<file path="src/rtl/lvi_pkg.sv">
package lvi_pkg;
  typedef enum logic [1:0] {
    MODE_OFF  = 2'd0,
    MODE_RUN  = 2'd1,
    MODE_STOP = 2'd2
  } lvi_mode_e;

  localparam int unsigned RD_W     = 8;
  localparam int unsigned FLAG_BIT = 7;
endpackage

</file>
<file path="src/rtl/lvi_sync.sv">
module lvi_sync #(
  parameter int unsigned WIDTH  = 2,
  parameter int unsigned STAGES = 2
) (
  input  logic             clk_i,
  input  logic             rst_ni,
  input  logic [WIDTH-1:0] d_i,
  output logic [WIDTH-1:0] q_o
);
  logic [WIDTH-1:0] stage_q [STAGES];

  always_ff @(posedge clk_i or negedge rst_ni) begin
    if (!rst_ni) stage_q[0] <= '0;
    else         stage_q[0] <= d_i;
  end

  for (genvar s = 1; s < STAGES; s++) begin : g_stage
    always_ff @(posedge clk_i or negedge rst_ni) begin
      if (!rst_ni) stage_q[s] <= '0;
      else         stage_q[s] <= stage_q[s-1];
    end
  end

  assign q_o = stage_q[STAGES-1];
endmodule

</file>
<file path="src/rtl/lvi_sat_filt.sv">
module lvi_sat_filt #(
  parameter int unsigned TRIP = 9,
  parameter int unsigned CW   = $clog2(TRIP + 1)
) (
  input  logic clk_i,
  input  logic rst_ni,
  input  logic clr_i,
  input  logic tick_i,
  input  logic sample_i,
  output logic hit_o
);
  localparam logic [CW-1:0] SAT     = {CW{1'b1}};
  localparam logic [CW-1:0] TRIP_M1 = CW'(TRIP - 1);

  logic [CW-1:0] cnt_q;

  always_ff @(posedge clk_i or negedge rst_ni) begin
    if (!rst_ni)                     cnt_q <= '0;
    else if (clr_i)                  cnt_q <= '0;
    else if (tick_i && !sample_i)    cnt_q <= '0;
    else if (tick_i && cnt_q != SAT) cnt_q <= cnt_q + 1'b1;
  end

  // this tick completes the TRIP-th consecutive sample
  assign hit_o = !clr_i && tick_i && sample_i && (cnt_q >= TRIP_M1);
endmodule

</file>
<file path="src/rtl/lvi_ctrl.sv">
module lvi_ctrl
  import lvi_pkg::*;
#(
  parameter int unsigned CPU_TRIP = 9,
  parameter int unsigned OSC_TRIP = 36,
  parameter int unsigned SYNC_STG = 2
) (
  input  logic            clk_i,
  input  logic            rst_ni,
  input  logic            cpu_en_i,
  input  logic            osc_en_i,
  input  logic            below_fall_i,
  input  logic            above_rise_i,
  input  logic            cfg_en_i,
  input  logic            cfg_rst_en_i,
  input  logic            cfg_stop_en_i,
  input  logic            stop_i,
  output logic            rst_req_o,
  output logic [RD_W-1:0] rd_data_o
);
  logic [1:0] cmp_s;
  logic       below_s, above_s;
  lvi_mode_e  mode;
  logic       active, bypass;
  logic       cpu_hit, osc_hit;
  logic       rst_q, flag_q;

  lvi_sync #(.WIDTH(2), .STAGES(SYNC_STG)) u_sync (
    .clk_i  (clk_i),
    .rst_ni (rst_ni),
    .d_i    ({above_rise_i, below_fall_i}),
    .q_o    (cmp_s)
  );
  assign below_s = cmp_s[0];
  assign above_s = cmp_s[1];

  always_comb begin
    if (!cfg_en_i)                   mode = MODE_OFF;
    else if (stop_i && cfg_stop_en_i) mode = MODE_STOP;
    else if (stop_i)                 mode = MODE_OFF;
    else                             mode = MODE_RUN;
  end

  assign active = (mode != MODE_OFF);
  // unfiltered path: CPU clock is halted in stop
  assign bypass = (mode == MODE_STOP) && below_fall_i;

  lvi_sat_filt #(.TRIP(CPU_TRIP)) u_cpu_filt (
    .clk_i    (clk_i),
    .rst_ni   (rst_ni),
    .clr_i    (!active),
    .tick_i   (cpu_en_i),
    .sample_i (below_s),
    .hit_o    (cpu_hit)
  );

  lvi_sat_filt #(.TRIP(OSC_TRIP)) u_osc_filt (
    .clk_i    (clk_i),
    .rst_ni   (rst_ni),
    .clr_i    (!active),
    .tick_i   (osc_en_i),
    .sample_i (below_s),
    .hit_o    (osc_hit)
  );

  always_ff @(posedge clk_i or negedge rst_ni) begin
    if (!rst_ni)                     rst_q <= 1'b0;
    else if (!active || !cfg_rst_en_i) rst_q <= 1'b0;
    else if (cpu_en_i && above_s)    rst_q <= 1'b0;
    else if (cpu_hit)                rst_q <= 1'b1;
  end

  always_ff @(posedge clk_i or negedge rst_ni) begin
    if (!rst_ni)      flag_q <= 1'b0;
    else if (above_s) flag_q <= 1'b0;
    else if (osc_hit) flag_q <= 1'b1;
  end

  assign rst_req_o = rst_q | bypass;

  always_comb begin
    rd_data_o           = '0;
    rd_data_o[FLAG_BIT] = flag_q;
  end
endmodule

</file>
<file path="config.mk">
export PLATFORM = sky130hd
export DESIGN_NAME = lvi_ctrl
export DESIGN_NICKNAME = d
export VERILOG_FILES = /design/src/rtl/lvi_pkg.sv /design/src/rtl/lvi_sync.sv /design/src/rtl/lvi_sat_filt.sv /design/src/rtl/lvi_ctrl.sv
export SDC_FILE = /design/constraint.sdc
export NUM_CORES = 1
export LEC_CHECK = 0
export BUFFER_PORTS_ARGS = -buffer_cell sky130_fd_sc_hd__buf_2
export CELL_PAD_IN_SITES_DETAIL_PLACEMENT = 1
export CELL_PAD_IN_SITES_GLOBAL_PLACEMENT = 2
export CORE_MARGIN = 5
export CORE_UTILIZATION = 25
export CTS_CLUSTER_SIZE = 20
export DETAILED_ROUTE_END_ITERATION = 16
export GPL_ROUTABILITY_DRIVEN = 0
export GPL_TIMING_DRIVEN = 0
export PLACE_DENSITY_LB_ADDON = 0.1
export RECOVER_POWER = 25
export SYNTH_ARGS = -nofsm -noshare
export SYNTH_HDL_FRONTEND = slang
export SYNTH_SLANG_ARGS = --single-unit
export TNS_END_PERCENT = 50
</file>
<file path="constraint.sdc">
create_clock -name clk_i -period 3.7 [get_ports clk_i]
set_clock_uncertainty 0.1 [all_clocks]
set_input_delay 0.37 -clock clk_i [delete_from_list [all_inputs] [get_ports clk_i]]
set_output_delay 0.37 -clock clk_i [all_outputs]
set_load 0.02 [all_outputs]
</file>
==> flow_metrics.py <==
metrics = {
    "run_status": {
        "status": "finished, final reports clean",
    },
    "clock_network": {
        "numCtsBuffers": 3,
        "htree_levels": 1,
        "cts_setup_buffers": 0,
        "clock_latency_ps": 300,
        "clock_sinks": 16,
        "clk_pin_slew_ps": 100,
        "cts-root-buf": "clkbuf_4",
        "cts_tree": "yes",
        "clockBufferDepth": 2,
    },
    "critical_path": {
        "cp_max_fo": 6,
        "critPathMaxStageDelay_ps": 490,
        "crit_path_top_delay_cell": "or4_1",
        "reg2reg_slack_ps": 2000,
        "worstSetupPathType": "reg -> reg",
        "worst_setup_path_start_kind": "flip-flop",
        "cp_data_arrival_time_ps": 1790,
        "required_ps": 3790,
        "endpoint_kind": "flip-flop",
        "path_cells": "ha_1 -> or4_1 -> a41oi_1 -> nor2_1",
    },
    "timing": {
        "worst_pin_slew_ps": 893.7,
        "finalSetupViolCount": 0,
        "fin_crit_sh_pct": 45.95,
        "worst_slack_ps": 2000,
        "tns_ps": 0,
        "max_clock_freq_ghz": 0.5881,
        "hold_viol": 0,
        "rsz0062_at_grt": "false",
        "min_period_ps": 1700,
        "slew_violations": 0,
        "max_slew_margin_pct": 40.42,
    },
    "synthesis": {
        "synth_mux_area_share_pct": 3.463,
        "synth_compound_area_share_pct": 10.82,
        "synth_xor_area_share_pct": 0,
        "ys_types": 27,
        "synth_area_per_cell_um2": 9.528,
        "synth_cells": 91,
        "ys_warn_count": 0,
        "ys_seq_elements": 16,
        "synth_top_family_by_area": "simple AND/OR/NAND/NOR gates",
        "synthAdderAreaFrac_pct": 4.329,
        "synth_area_um2": 867.1,
        "ys_seq_area_share_pct": 46.18,
        "synth-simple-area-share_pct": 23.38,
    },
    "placed_design": {
        "dpl-instance-area_mm2": 0.001002,
        "port_buffers": 11,
        "place_ws_ps": 2019,
        "hpwl_mm": 1.521,
    },
    "die": {
        "pin_count": 19,
        "die_area_mm2": 0.004746,
        "start_util_pct": 25.98,
        "core_mm2": 0.003337,
        "dieHeight_um": 68.89,
        "rows": 21,
        "die_x_um": 68.89,
    },
    "detailed_routing": {
        "route.detailed.drc": 0,
        "num_vias": 711,
        "drtIter0Drc": 25,
        "dr.pass1.iters": 3,
        "routed_via_density": 4.472,
        "postRouteAntennaNets": 0,
        "wl_mm": 2.015,
        "wl_per_cell_um": 12.67,
    },
    "global_routing": {
        "grt_max_degree": 17,
        "grt_pass1_vias": 776,
        "grt_overflow": 0,
        "antenna_found_initial": 0,
        "grt_pass1_wl_mm": 3.670,
        "grt_usage_pct": 10.54,
    },
    "cells_and_area": {
        "multi_input_area_um2": 390.4,
        "drive_gt1_share_pct": 19.47,
        "diodes": 0,
        "layout.nets": 127,
        "nFillCells": 411,
        "final_area_mm2": 0.001046,
        "area_delta_synth_final_pct": 20.63,
        "seq_area_um2": 400.4,
    },
    "power": {
        "power.density_mw_per_mm2": 327.8,
        "p_total_uw": 342.8,
        "irDropWorstVdd_v": 0.0001421,
        "p_leak_uw": 0.0004871,
    },
    "run": {
        "cap_violations": 0,
    },
    "min_path": {
        "min-delay-path-class": "in -> reg",
    },
}
path summary, 6_finish.rpt:
check	startpoint	to	cells past startpoint
min in group asynchronous	rst_ni	u_cpu_filt.cnt_q[0]$_DFFE_PN0P_	2
max reg2reg	u_osc_filt.cnt_q[0]$_DFFE_PN0P_	flag_q$_DFFE_PN0P_	4
min	above_rise_i	u_sync.stage_q[3]$_DFF_PN0_	1
max	u_osc_filt.cnt_q[0]$_DFFE_PN0P_	flag_q$_DFFE_PN0P_	4
max in group asynchronous	rst_ni	u_sync.q_o[1]$_DFF_PN0_	2
min reg2reg	u_sync.stage_q[3]$_DFF_PN0_	u_sync.q_o[1]$_DFF_PN0_	0
power by group:
group / total (µW) / switching [µW] / internal [µW]
combinational: 40.5 / 25.3 / 15.1
sequential: 182 / 3.43 / 179
clock: 120 / 60.1 / 60.1
sequential cells by signal, indices dropped and copies added, names as in the netlist:
register,cells
u_sync.stage_q,2
u_osc_filt.cnt_q,6
u_cpu_filt.cnt_q,4
u_sync.q_o,2
rst_q,1
flag_q,1
worst max-delay path: cells and delay by family (launching register included):
kind | cells | cell delay, ps
AOI/OAI and AO/OA | 1 | 220
adders and majority gates | 1 | 290
DFF | 1 | 440
and+or+nand+nor | 2 | 550
kinds of logic after synthesis:
kind of cell               Yosys count
other                                1
AOI/OAI and AO/OA                   15
buffers and inverters               18
DFF                                 16
muxes                                3
adders and majority gates            3
and+or+nand+nor                     35
cells in the mapped netlist:
master    count  area (µm²)
dfrtp_1      16       400.4
nand3_1       9       45.04
buf_4         8       60.06
inv_1         8       30.03
nand4_1       7       43.79
a21oi_1       5       25.02
nor3_1        4       20.02
and3_1        3       18.77
ha_1          3       37.54
mux2i_1       3       30.03
nand2b_1      3       18.77
o21ai_0       3       15.01
a211oi_1      2       15.01
a31oi_1       2       12.51
nand4b_1      2       17.52
nor2_1        2       7.510
a41o_1        1       10.01
a41oi_1       1       8.760
buf_2         1       5.000
clkbuf_1      1       3.750
conb_1        1       3.750
nand2_1       1       3.750
nor3b_1       1       7.510
nor4_1        1       6.260
o31ai_1       1       7.510
or3_1         1       6.260
or4_1         1       7.510
repair_timing:
| action | 4_1_cts | 5_1_grt |
|---|---|---|
| hold buffers | 1 | 0 |
| hold endpoints to repair | 16 | 0 |
| resized for setup | 0 | 0 |
| endpoints found under the setup margin | 0 | 0 |
stage by stage:
step / std cells / hold WS (ps) / util (%)
after floorplan: 97 / -25.59 / -
after global placement: 154 / 213.1 / 30.03
after detailed placement: 154 / 218.1 / 30.03
after CTS: 159 / 50.28 / 31.42
after global routing: 159 / 46.49 / 31.35
final: 159 / 72.14 / 31.35
cells in the final DEF, fill, tap and decap left out, types with 2 or more instances in the layout:
cell / n
dfrtp_1: 16
buf_2: 10
nand3_1: 9
inv_1: 8
buf_4: 8
nand4_1: 7
conb_1: 7
a21oi_1: 5
nor3_1: 4
clkbuf_1: 3
and3_1: 3
o21ai_0: 3
nand2b_1: 3
mux2i_1: 3
ha_1: 3
clkbuf_4: 3
a31oi_1: 2
nand4b_1: 2
a211oi_1: 2
nor2_1: 2
cell type report:
type                    count  area share [%]
inverters                   8           2.871
multi-input cells          63           37.32
plain buffers              10           6.579
well taps                  46           5.502
clock buffers               4           3.469
repair buffers             12           5.981
flip-flops and latches     16           38.28
metal layers:
metal | wire length, µm | share of wire [%] | vias up | global-route usage (%)
met3 | 103 | 5.1 | 4 | 3.890
met5 | 0 | 0 | - | 0
met4 | 21 | 1.0 | 0 | 2.920
li1 | - | - | 361 | -
met2 | 923 | 46 | 13 | 16.55
met1 | 967 | 48 | 333 | 13.55
Note: power is estimated with default switching activity, not from simulation.
